--- src/rtl/spim_front_pkg.sv ---
package spim_front_pkg;

    // Register byte offsets
    localparam logic [7:0] OFF_CTRL  = 8'h00;
    localparam logic [7:0] OFF_CFG   = 8'h04;
    localparam logic [7:0] OFF_TXD   = 8'h08;
    localparam logic [7:0] OFF_RXD   = 8'h0C;
    localparam logic [7:0] OFF_TXCNT = 8'h10;
    localparam logic [7:0] OFF_RXCNT = 8'h14;
    localparam logic [7:0] OFF_STAT  = 8'h18;
    localparam logic [7:0] OFF_QEN   = 8'h1C;
    localparam logic [7:0] OFF_QFLG  = 8'h20;
    localparam logic [7:0] OFF_XEN   = 8'h24;
    localparam logic [7:0] OFF_XFLG  = 8'h28;

    // Queue-event flag positions
    localparam int QF_RX_THR  = 4;
    localparam int QF_TX_THR  = 5;
    localparam int QF_RX_FULL = 8;
    localparam int QF_TX_EMPT = 9;
    localparam int QF_RX_UND  = 16;
    localparam int QF_TX_OVF  = 17;

    // Transfer-event flag positions
    localparam int XF_RX_DONE = 0;
    localparam int XF_TX_DONE = 1;

    typedef enum logic [1:0] {
        ST_IDLE = 2'd0,
        ST_RUN  = 2'd1,
        ST_DONE = 2'd2
    } run_st_e;

    function automatic int unsigned thr_words(input logic [1:0] code);
        case (code)
            2'd0:    return 8;
            2'd1:    return 4;
            default: return 1;
        endcase
    endfunction

endpackage

--- src/rtl/spim_word_fifo.sv ---
module spim_word_fifo #(
    parameter int DEPTH = 16,
    parameter int WIDTH = 32,
    localparam int AW = $clog2(DEPTH),
    localparam int LW = $clog2(DEPTH + 1)
) (
    input  logic             clk,
    input  logic             rst_n,
    input  logic             clr,
    input  logic             push,
    input  logic [WIDTH-1:0] din,
    input  logic             pop,
    output logic [WIDTH-1:0] dout,
    output logic [LW-1:0]    level,
    output logic             full,
    output logic             empty
);
    logic [WIDTH-1:0] mem [DEPTH];
    logic [AW-1:0]    wptr, rptr;
    logic             do_push, do_pop;

    assign full    = (level == LW'(DEPTH));
    assign empty   = (level == '0);
    assign do_push = push && !full;
    assign do_pop  = pop && !empty;
    assign dout    = mem[rptr];

    function automatic logic [AW-1:0] bump(input logic [AW-1:0] p);
        return (p == AW'(DEPTH - 1)) ? '0 : p + 1'b1;
    endfunction

    always_ff @(posedge clk) begin
        if (do_push) mem[wptr] <= din;
    end

    always_ff @(posedge clk or negedge rst_n) begin
        if (!rst_n) begin
            wptr  <= '0;
            rptr  <= '0;
            level <= '0;
        end else if (clr) begin
            wptr  <= '0;
            rptr  <= '0;
            level <= '0;
        end else begin
            if (do_push) wptr <= bump(wptr);
            if (do_pop)  rptr <= bump(rptr);
            if (do_push && !do_pop)      level <= level + 1'b1;
            else if (do_pop && !do_push) level <= level - 1'b1;
        end
    end
endmodule

--- src/rtl/spim_flag_bank.sv ---
module spim_flag_bank #(
    parameter int W = 32
) (
    input  logic         clk,
    input  logic         rst_n,
    input  logic         en_wr,
    input  logic         flag_wr,
    input  logic [W-1:0] wdata,
    input  logic [W-1:0] set,
    output logic [W-1:0] en_q,
    output logic [W-1:0] flag_q,
    output logic         hit
);
    always_ff @(posedge clk or negedge rst_n) begin
        if (!rst_n)     en_q <= '0;
        else if (en_wr) en_q <= wdata;
    end

    for (genvar i = 0; i < W; i++) begin : g_bit
        always_ff @(posedge clk or negedge rst_n) begin
            if (!rst_n) flag_q[i] <= 1'b0;
            else        flag_q[i] <= set[i] | (flag_q[i] & ~(flag_wr & wdata[i]));
        end
    end

    assign hit = |(flag_q & en_q);
endmodule

--- src/rtl/spim_run_fsm.sv ---
module spim_run_fsm
    import spim_front_pkg::*;
(
    input  logic clk,
    input  logic rst_n,
    input  logic ctrl_wr,
    input  logic run_bit,
    input  logic cnt_idle,
    output logic busy,
    output logic active
);
    run_st_e st_q, st_d;

    always_comb begin
        st_d = st_q;
        unique case (st_q)
            ST_IDLE: if (ctrl_wr && run_bit) st_d = ST_RUN;
            ST_RUN: begin
                if (ctrl_wr && !run_bit) st_d = ST_IDLE;
                else if (cnt_idle)       st_d = ST_DONE;
            end
            ST_DONE: begin
                if (ctrl_wr && !run_bit)                st_d = ST_IDLE;
                else if ((ctrl_wr && run_bit) || !cnt_idle) st_d = ST_RUN;
            end
            default: st_d = ST_IDLE;
        endcase
    end

    always_ff @(posedge clk or negedge rst_n) begin
        if (!rst_n) st_q <= ST_IDLE;
        else        st_q <= st_d;
    end

    always_comb begin
        busy   = 1'b0;
        active = 1'b0;
        unique case (st_q)
            ST_IDLE: ;
            ST_RUN:  begin busy = 1'b1; active = 1'b1; end
            ST_DONE: active = 1'b1;
            default: ;
        endcase
    end
endmodule

--- src/rtl/spim_front.sv ---
module spim_front
    import spim_front_pkg::*;
#(
    parameter int DEPTH  = 16,
    parameter int WIDTH  = 32,
    parameter int ADDR_W = 6
) (
    input  logic              clk,
    input  logic              rst_n,
    input  logic              reg_wr,
    input  logic              reg_rd,
    input  logic [ADDR_W-1:0] reg_addr,
    input  logic [31:0]       reg_wdata,
    output logic [31:0]       reg_rdata,
    output logic              tx_valid,
    output logic [WIDTH-1:0]  tx_word,
    input  logic              tx_pop,
    input  logic              rx_push,
    input  logic [WIDTH-1:0]  rx_word,
    output logic              rx_ready,
    output logic              xfer_busy,
    output logic              irq
);
    localparam int LW = $clog2(DEPTH + 1);

    localparam logic [ADDR_W-1:0] A_CTRL  = ADDR_W'(OFF_CTRL);
    localparam logic [ADDR_W-1:0] A_CFG   = ADDR_W'(OFF_CFG);
    localparam logic [ADDR_W-1:0] A_TXD   = ADDR_W'(OFF_TXD);
    localparam logic [ADDR_W-1:0] A_RXD   = ADDR_W'(OFF_RXD);
    localparam logic [ADDR_W-1:0] A_TXCNT = ADDR_W'(OFF_TXCNT);
    localparam logic [ADDR_W-1:0] A_RXCNT = ADDR_W'(OFF_RXCNT);
    localparam logic [ADDR_W-1:0] A_STAT  = ADDR_W'(OFF_STAT);
    localparam logic [ADDR_W-1:0] A_QEN   = ADDR_W'(OFF_QEN);
    localparam logic [ADDR_W-1:0] A_QFLG  = ADDR_W'(OFF_QFLG);
    localparam logic [ADDR_W-1:0] A_XEN   = ADDR_W'(OFF_XEN);
    localparam logic [ADDR_W-1:0] A_XFLG  = ADDR_W'(OFF_XFLG);

    // Register strobes
    logic wr_ctrl, wr_cfg, wr_txd, wr_txcnt, wr_rxcnt;
    logic wr_qen, wr_qflg, wr_xen, wr_xflg, rd_rxd;
    assign wr_ctrl  = reg_wr && (reg_addr == A_CTRL);
    assign wr_cfg   = reg_wr && (reg_addr == A_CFG);
    assign wr_txd   = reg_wr && (reg_addr == A_TXD);
    assign wr_txcnt = reg_wr && (reg_addr == A_TXCNT);
    assign wr_rxcnt = reg_wr && (reg_addr == A_RXCNT);
    assign wr_qen   = reg_wr && (reg_addr == A_QEN);
    assign wr_qflg  = reg_wr && (reg_addr == A_QFLG);
    assign wr_xen   = reg_wr && (reg_addr == A_XEN);
    assign wr_xflg  = reg_wr && (reg_addr == A_XFLG);
    assign rd_rxd   = reg_rd && (reg_addr == A_RXD);

    // Sequencer
    logic [31:0] tx_cnt, rx_cnt;
    logic        active;
    spim_run_fsm u_fsm (
        .clk      (clk),
        .rst_n    (rst_n),
        .ctrl_wr  (wr_ctrl),
        .run_bit  (reg_wdata[0]),
        .cnt_idle ((tx_cnt == '0) && (rx_cnt == '0)),
        .busy     (xfer_busy),
        .active   (active)
    );

    // Queues
    logic [LW-1:0]    tx_lvl, rx_lvl;
    logic             tx_full, tx_empty, rx_full, rx_empty;
    logic [WIDTH-1:0] rx_dout;
    logic             tx_take, rx_take;

    assign tx_valid = xfer_busy && (tx_cnt != '0) && !tx_empty;
    assign tx_take  = tx_valid && tx_pop;
    assign rx_ready = xfer_busy && (rx_cnt != '0) && !rx_full;
    assign rx_take  = rx_push && rx_ready;

    spim_word_fifo #(.DEPTH(DEPTH), .WIDTH(WIDTH)) u_txq (
        .clk   (clk),
        .rst_n (rst_n),
        .clr   (wr_ctrl && reg_wdata[2]),
        .push  (wr_txd),
        .din   (reg_wdata[WIDTH-1:0]),
        .pop   (tx_take),
        .dout  (tx_word),
        .level (tx_lvl),
        .full  (tx_full),
        .empty (tx_empty)
    );

    spim_word_fifo #(.DEPTH(DEPTH), .WIDTH(WIDTH)) u_rxq (
        .clk   (clk),
        .rst_n (rst_n),
        .clr   (wr_ctrl && reg_wdata[3]),
        .push  (rx_take),
        .din   (rx_word),
        .pop   (rd_rxd),
        .dout  (rx_dout),
        .level (rx_lvl),
        .full  (rx_full),
        .empty (rx_empty)
    );

    // Counters and configuration
    logic [1:0] thr_code;
    always_ff @(posedge clk or negedge rst_n) begin
        if (!rst_n) begin
            tx_cnt   <= '0;
            rx_cnt   <= '0;
            thr_code <= '0;
        end else begin
            if (wr_txcnt)     tx_cnt <= reg_wdata;
            else if (tx_take) tx_cnt <= tx_cnt - 1'b1;
            if (wr_rxcnt)     rx_cnt <= reg_wdata;
            else if (rx_take) rx_cnt <= rx_cnt - 1'b1;
            if (wr_cfg)       thr_code <= reg_wdata[18:17];
        end
    end

    // Event detection
    logic [LW-1:0] thr;
    logic [31:0]   q_set, x_set;
    assign thr = LW'(thr_words(thr_code));

    always_comb begin
        q_set             = '0;
        q_set[QF_RX_THR]  = (rx_lvl >= thr);
        q_set[QF_TX_THR]  = active && (tx_lvl <= thr) && (tx_cnt > 32'(tx_lvl));
        q_set[QF_RX_FULL] = rx_full;
        q_set[QF_TX_EMPT] = active && tx_empty;
        q_set[QF_RX_UND]  = rd_rxd && rx_empty;
        q_set[QF_TX_OVF]  = wr_txd && tx_full;
        x_set             = '0;
        x_set[XF_RX_DONE] = rx_take && (rx_cnt == 32'd1);
        x_set[XF_TX_DONE] = tx_take && (tx_cnt == 32'd1);
    end

    logic [31:0] qen, qflags, xen, xflags;
    logic        q_hit, x_hit;

    spim_flag_bank #(.W(32)) u_qflags (
        .clk     (clk),
        .rst_n   (rst_n),
        .en_wr   (wr_qen),
        .flag_wr (wr_qflg),
        .wdata   (reg_wdata),
        .set     (q_set),
        .en_q    (qen),
        .flag_q  (qflags),
        .hit     (q_hit)
    );

    spim_flag_bank #(.W(32)) u_xflags (
        .clk     (clk),
        .rst_n   (rst_n),
        .en_wr   (wr_xen),
        .flag_wr (wr_xflg),
        .wdata   (reg_wdata),
        .set     (x_set),
        .en_q    (xen),
        .flag_q  (xflags),
        .hit     (x_hit)
    );

    assign irq = q_hit || x_hit;

    // Read mux
    always_comb begin
        reg_rdata = '0;
        case (reg_addr)
            A_CTRL:  reg_rdata = {31'b0, active};
            A_CFG:   reg_rdata = {13'b0, thr_code, 17'b0};
            A_RXD:   reg_rdata = rx_empty ? 32'b0 : 32'(rx_dout);
            A_TXCNT: reg_rdata = tx_cnt;
            A_RXCNT: reg_rdata = rx_cnt;
            A_STAT:  reg_rdata = {8'(rx_lvl), 3'b0, rx_empty, 4'b0,
                                  8'(tx_lvl), 3'b0, tx_full, 4'b0};
            A_QEN:   reg_rdata = qen;
            A_QFLG:  reg_rdata = qflags;
            A_XEN:   reg_rdata = xen;
            A_XFLG:  reg_rdata = xflags;
            default: reg_rdata = '0;
        endcase
    end
endmodule

--- config.mk ---
export PLATFORM = sky130hd
export DESIGN_NAME = spim_front
export DESIGN_NICKNAME = d
export VERILOG_FILES = /design/src/rtl/spim_front_pkg.sv /design/src/rtl/spim_word_fifo.sv /design/src/rtl/spim_flag_bank.sv /design/src/rtl/spim_run_fsm.sv /design/src/rtl/spim_front.sv
export SDC_FILE = /design/constraint.sdc
export NUM_CORES = 2
export LEC_CHECK = 0
export ABC_AREA = 1
export BUFFER_PORTS_ARGS = -buffer_cell sky130_fd_sc_hd__buf_2
export CAP_MARGIN = 20
export CORE_MARGIN = 3
export CORE_UTILIZATION = 57
export DETAILED_ROUTE_END_ITERATION = 10
export GPL_TIMING_DRIVEN = 0
export MAX_ROUTING_LAYER = met4
export PLACE_DENSITY = 0.78
export SYNTH_ARGS = -nofsm -noshare
export SYNTH_HDL_FRONTEND = slang
export SYNTH_HIERARCHICAL = 1
export SYNTH_SLANG_ARGS = --single-unit
export TNS_END_PERCENT = 5
--- constraint.sdc ---
create_clock -name clk -period 3.5 [get_ports clk]
set_input_delay 0.175 -clock clk [delete_from_list [all_inputs] [get_ports clk]]
set_output_delay 0.175 -clock clk [all_outputs]
set_load 0.02 [all_outputs]
After elaboration in Yosys (flattened, before gate mapping)
Memories as Yosys holds them, arrays and structs flattened.
Index checks and enable logic that the tools add are counted.
{"block": "totals", "wordCells": 423, "n_memories": 2, "ram_bits": 1024, "latch_bits": 0, "rom_bits": 0, "ff_bits": 222, "output_inout_bits": 68}
{"block": "op_classes", "add_sub_neg": 10, "n_eq_ne": 24, "n_bitwise": 202, "shift": 0, "div": 0, "n_reduce_logical": 69, "n_mul": 0, "n_mux": 37, "magnitude_cmp": 3}
{"memory": "u_rxq.mem", "depth": 16, "width": 32, "rd": 1, "rd_clocked_by_memory_dff": 0, "wr": 1, "line": "spim_word_fifo.sv:18", "source": "logic [WIDTH-1:0] mem [DEPTH];"}
{"memory": "u_txq.mem", "depth": 16, "width": 32, "rd": 1, "rd_clocked_by_memory_dff": 0, "wr": 1, "line": "spim_word_fifo.sv:18"}
{"cell": "$pmux 32 s10", "n": 1}
{"cell": "$mux 32", "n": 5}
{"cell": "$and 1x1->1", "n": 128}
{"cell": "$and 32x32->32", "n": 2}
{"cell": "$eq 32x1->1 const B", "n": 2}
{"cell": "$logic_not 32->1", "n": 2}
{"cell": "$not 1->1", "n": 64}
{"cell": "$reduce_bool 32->1", "n": 2}
{"cell": "$reduce_or 32->1", "n": 2}
{"cell": "$sub 32x1->32 const B", "n": 2}
{"cell": "$mux 4", "n": 12}
{"cell": "$logic_and 1x1->1", "n": 36}
{"cell": "$gt 32x5->1", "n": 1}
{"cell": "$mux 5", "n": 6}
{"cell": "$eq 6x5->1 const B", "n": 4}
{"cell": "$eq 6x6->1 const B", "n": 3}
{"cell": "$add 4x1->4 const B", "n": 4}
{"cell": "$eq 4x4->1 const B", "n": 4}
{"cell": "$eq 6x4->1 const B", "n": 2}
{"cell": "$reduce_bool 2->1", "n": 6}
{"cell": "$add 5x1->5 const B", "n": 2}
{"cell": "$eq 5x5->1 const B", "n": 2}
{"cell": "$logic_not 1->1", "n": 10}
{"cell": "$logic_not 5->1", "n": 2}
{"cell": "19 further kinds", "n": 41}

Logic depth before layout (Yosys ltp)
{"block": "logic_depth", "depth_word": 11, "mapped_depth": 22}

By module
The synthesis kept the hierarchy.
{"module": "spim_word_fifo (u_txq)", "n_inst": 1, "cells_each": 1650, "area_each_um2": 20983.9, "seq_area_each_um2": 15700.1}
{"module": "spim_word_fifo (u_rxq)", "n_inst": 1, "cells_each": 1609, "area_each_um2": 20898.8, "seq_area_each_um2": 15700.1}
{"module": "spim_front", "n_inst": 1, "cells_each": 1314, "area_each_um2": 7641.1, "seq_area_each_um2": 1651.6}
{"module": "spim_flag_bank", "n_inst": 2, "cells_each": 230, "area_each_um2": 2757.6, "seq_area_each_um2": 1601.5}
{"module": "spim_run_fsm", "n_inst": 1, "cells_each": 31, "area_each_um2": 201.4, "seq_area_each_um2": 50.0}

Worst setup path before layout
OpenSTA, ideal clock, no wires.
{"block": "synth_path", "kind": "reg-to-reg", "start": "register u_fsm.st_q[1]", "end": "memory u_rxq.mem[11][0] (enable)", "slack_ps": -29, "period_less_slack_ps": 3529, "required_ps": 3079, "path_buffers": 1, "t_arrival_ps": 3108, "path_stages_with_launch": 12, "cell_sequence": "dfrtp_1 inv_1 ha_1 inv_1 nor2_1 nand3_2 buf_4 inv_1 nand2_1 inv_2 nand2_1 nor2_1"}
{"block": "synth_between", "elab_chain_len": 8}
{"item": "start, declared", "line": "spim_run_fsm.sv:12", "source": "run_st_e st_q, st_d;"}
{"item": "start signal, assigned", "line": "spim_run_fsm.sv:32", "source": "else st_q <= st_d;"}
{"item": "$eq 2x1->1", "line": "spim_run_fsm.sv:38", "source": "unique case (st_q)"}
{"item": "$mux 1", "line": "spim_run_fsm.sv:38"}
{"item": "named net xfer_busy", "line": "spim_front.sv:21", "source": "output logic xfer_busy,"}
{"item": "$logic_and 1x1->1 (2 in series)", "line": "spim_front.sv:73", "source": "assign rx_ready = xfer_busy && (rx_cnt != '0) && !rx_full;"}
{"item": "$logic_and 1x1->1", "line": "spim_front.sv:74", "source": "assign rx_take = rx_push && rx_ready;"}
{"item": "named net rx_take", "line": "spim_front.sv:69", "source": "logic tx_take, rx_take;"}
{"item": "$logic_and 1x1->1", "line": "spim_word_fifo.sv:24", "source": "assign do_push = push && !full;"}
{"item": "$mux 1", "line": "spim_word_fifo.sv:33", "source": "if (do_push) mem[wptr] <= din;"}
{"item": "$mux 1 (not written as such)", "line": "spim_word_fifo.sv:33"}
{"item": "end, declared", "line": "spim_word_fifo.sv:18"}
The timed path passes the listed nets, and every way through them passes these cells.

Worst setup path after layout
{"block": "layout_path", "start": "register u_rxq.level[1]", "end": "memory u_rxq.mem[10][3] (enable)"}
{"block": "layout_between", "elab_chain_len": 7}
{"item": "start, declared", "line": "spim_word_fifo.sv:14", "source": "output logic [LW-1:0] level,"}
{"item": "start signal, assigned", "line": "spim_word_fifo.sv:48", "source": "if (do_push && !do_pop) level <= level + 1'b1;"}
{"item": "start signal, assigned", "line": "spim_word_fifo.sv:49", "source": "else if (do_pop && !do_push) level <= level - 1'b1;"}
{"item": "$eq 5x5->1", "line": "spim_word_fifo.sv:22", "source": "assign full = (level == LW'(DEPTH));"}
{"item": "named net q_set[8]", "line": "spim_front.sv:120", "source": "logic [31:0] q_set, x_set;"}
{"item": "$logic_not 1->1", "line": "spim_front.sv:73"}
{"item": "$logic_and 1x1->1", "line": "spim_front.sv:73"}
{"item": "$logic_and 1x1->1", "line": "spim_front.sv:74"}
{"item": "named net rx_take", "line": "spim_front.sv:69"}
{"item": "$logic_and 1x1->1", "line": "spim_word_fifo.sv:24"}
{"item": "$mux 1", "line": "spim_word_fifo.sv:33"}
{"item": "$mux 1 (not written as such)", "line": "spim_word_fifo.sv:33"}
The timed path passes the listed nets, and every way through them passes these cells.

==> results.json <==
{
  "setup_viol_count_final": 246,
  "cts_sinks": 1246,
  "finalCritPeriodShare": 1.06,
  "io_pins": 144,
  "coreArea_mm2": 0.0956,
  "hpwl_um": 128000,
  "grtUsageTotal": 0.383,
  "drive_above_1_share": 0.136,
  "synth_edf_count": 1024,
  "cts_buffers": 120,
  "required_ps": 3910,
  "drc": 0,
  "dr.pass1.iters": 9,
  "initialDrtViolationCount": 6503,
  "drtAntennaViolNets": 0,
  "drt_wl_total_um": 188000,
  "root_buffer": "clkbuf_16",
  "power_density_mw_per_mm2": 756,
  "antenna_found_initial": 9,
  "worst-path-max-fanout": 17,
  "arrival_ps": 4140,
  "vias_per_cell": 6.32,
  "ys_seq_elements": 1246,
  "synth.avg_cell_area_um2": 10.9,
  "overflow": 0,
  "slew_violations": 0,
  "cap_violations": 0,
  "max_freq_ghz": 0.269,
  "async_reset_ff_frac": 0.178,
  "r2r_cells": 12,
  "min-delay-start": "reg_wdata[20]",
  "place.gp.congestion": 1.07,
  "worstSetupPathType": "register to register",
  "htreeDepth": 3,
  "final_hold_viol_count": 0,
  "path_clk_slew_ps": 60,
  "crit_start": "u_rxq/level[1]",
  "fin_total_pwr_w": 0.0482,
  "worstSetupEndpointType": "register",
  "clock_path_buffers": 3,
  "hp-class": "input pin to register",
  "syn_area_mm2": 0.0552,
  "r2r-start": "u_rxq/level[1]",
  "status": "complete, but fails checks",
  "tightest_slew_ps": 1150,
  "dieWidth_um": 317,
  "synth_cell_types": 53,
  "p_leak_nw": 24.1,
  "clk_latency_ps": 750,
  "rows": 113,
  "fin_cells": 6864,
  "avgRoutedWirePerCell_um": 27.4,
  "rsz0062_at_grt": "true",
  "syn_to_final_growth_pct": 15.4,
  "via_count": 43367,
  "die_area_mm2": 0.101,
  "grt_max_degree": 114,
  "io_buffers": 143,
  "ys_seq_area_frac": 0.657,
  "relSlewSlack": 0.224,
  "fill_cells": 6933,
  "initial_core_util": 0.578,
  "grt_pass1_wl_um": 270000,
  "tritoncts": "built",
  "max-vdd-ir-drop_uv": 580,
  "reg2reg_slack_ps": -220,
  "fin_util": 0.667,
  "dp_cells": 6561,
  "die_h_um": 317,
  "finalClockSkew_ps": 41.1,
  "yosysWarnings": 6,
  "violations": "setup timing",
  "grt_pass1_vias": 40972,
  "finalCriticalPeriod_ps": 3720,
  "cp-start-kind": "register",
  "ys.flop_type": "edfxtp_1",
  "setup_ws_ps": -224,
  "synth_cells": 5064,
  "nets": 5607,
  "hold_depth": 1
}
==> registers in the layout, indices dropped and copies added (netlist names) <==
register,count
u_txq/rptr,4
tx_cnt,32
u_rxq/mem,512
u_rxq/wptr,4
u_qflags/en_q,32
u_fsm/st_q,2
u_xflags/en_q,32
u_qflags/flag_q,32
thr_code,2
u_txq/wptr,4
u_rxq/rptr,4
u_txq/mem,512
u_xflags/flag_q,32
u_rxq/level,5
u_txq/level,5
rx_cnt,32
==> kinds of logic after synthesis <==
family	synth area share
AND/OR/NAND/NOR	0.170
AO/OA/AOI/OAI	0.0961
XOR/XNOR	0.00333
adder cells (fa/ha/maj)	0.00956
other	0.0000679
flip-flops	0.657
multiplexers	0.0171
buffers and inverters	0.0467
==> worst max-delay path, stage by stage, from the launching register on <==
cell and delay, ps:
dfrtp_2 500, nor2_1 100, nand3_1 240, inv_1 170, nor2_1 280, nand3_4 250, buf_6 240, inv_1 70
nand2_2 100, inv_2 210, nand2_1 300, nor2_4 640, buf_16 250
==> cell usage after synthesis (9+ instances only) <==
cell type | number | share of area
buf_1 | 26 | 0.0018
nor3_1 | 9 | 0.00082
mux2_4 | 60 | 0.016
a31oi_1 | 14 | 0.0016
nand2_2 | 15 | 0.0017
xor2_1 | 15 | 0.0024
edfxtp_1 | 1024 | 0.56
buf_6 | 38 | 0.0077
buf_2 | 66 | 0.0060
a22oi_1 | 9 | 0.0012
nand2_1 | 1092 | 0.074
inv_2 | 14 | 0.00095
inv_1 | 250 | 0.017
a21o_1 | 64 | 0.0087
ha_1 | 39 | 0.0088
clkbuf_1 | 113 | 0.0077
o22ai_1 | 73 | 0.0083
nor2_1 | 623 | 0.042
o21ai_0 | 404 | 0.037
dfrtp_1 | 222 | 0.10
nor2_2 | 11 | 0.0012
a21oi_1 | 104 | 0.0094
o21ai_2 | 22 | 0.0035
o211ai_1 | 129 | 0.018
buf_4 | 17 | 0.0023
nand4_1 | 115 | 0.013
nand3_1 | 351 | 0.032
o21ai_1 | 72 | 0.0065
==> metrics by stage <==
stage	hold WS, ps	TNS, ps	worst slack [ps]	instance area (um2)
3_3_place_gp	485	-2469460	-2410	57700
6_report	36.5	-28250	-224	63800
3_5_place_dp	-36.6	-137070	-498	58800
4_1_cts	0.494	-9540	-101	63600
5_1_grt	18.8	-51780	-303	63800
2_1_floorplan	-121	-13990	-29.5	55400
==> repair_timing <==
action,in CTS,in global routing
endpoints found under the hold margin,953,0
buffers inserted,4,6
hold buffers,63,0
endpoints found under the setup margin,509,451
resized for setup,109,33
pin swaps,10,9
==> area by class of cell <==
class	instances	area, um2	area share
Inverter	269	1020	0.0159
Buffer	269	1700	0.0267
Sequential cell	1246	36300	0.569
Clock inverter	66	601	0.00942
Timing Repair Buffer	250	2260	0.0355
Tap cell	1265	1580	0.0248
Antenna cell	6	15.0	0.000235
Multi-Input combinational cell	3334	17000	0.266
Clock buffer	159	3290	0.0516
==> placed cells by master (no fill, tap or decap), types with 15 or more instances in the layout <==
| cell type | count |
|---|---|
| nand2_2 | 24 |
| buf_2 | 197 |
| clkbuf_1 | 107 |
| o21ai_0 | 398 |
| buf_12 | 30 |
| dlygate4sd3_1 | 63 |
| a21oi_1 | 104 |
| edfxtp_1 | 1024 |
| dfrtp_1 | 215 |
| xor2_1 | 15 |
| conb_1 | 56 |
| buf_6 | 41 |
| o22ai_1 | 73 |
| o21ai_1 | 74 |
| clkinv_1 | 20 |
| ha_1 | 39 |
| nand4_1 | 115 |
| o211ai_1 | 129 |
| nor2_4 | 38 |
| mux2_4 | 60 |
| nand3_1 | 351 |
| nand2_1 | 1082 |
| o21ai_2 | 25 |
| buf_4 | 39 |
| nor2_2 | 16 |
| clkbuf_16 | 123 |
| nor2_1 | 585 |
| a21o_1 | 64 |
| clkbuf_4 | 15 |
| inv_1 | 250 |
| clkinv_2 | 19 |
| clkbuf_2 | 26 |
==> routing by layer <==
metal / track usage / vias to the layer above / wire, um
met5: - / - / 0
met4: 0.202 / 0 / 11300
met3: 0.0826 / 561 / 24700
met2: 0.564 / 3377 / 83600
met1: 0.503 / 20873 / 68600
li1: - / 18556 / -
==> final timing paths <==
path | to
setup / recovery | u_rxq/mem[10][3]
min in group asynchronous | u_xflags/flag_q[2]
hold reg to reg | u_qflags/flag_q[4]
setup reg to reg | u_rxq/mem[10][3]
max in group asynchronous | rx_cnt[6]
hold / removal | u_txq/mem[1][20]
==> power by group <==
part           internal, W  switching (W)  leakage, nW
Combinational      0.00493         0.0126         10.4
Sequential          0.0168        0.00100         11.8
Clock              0.00710        0.00576         1.87
Total               0.0289         0.0194         24.1
(Power assumes the default switching activity.)
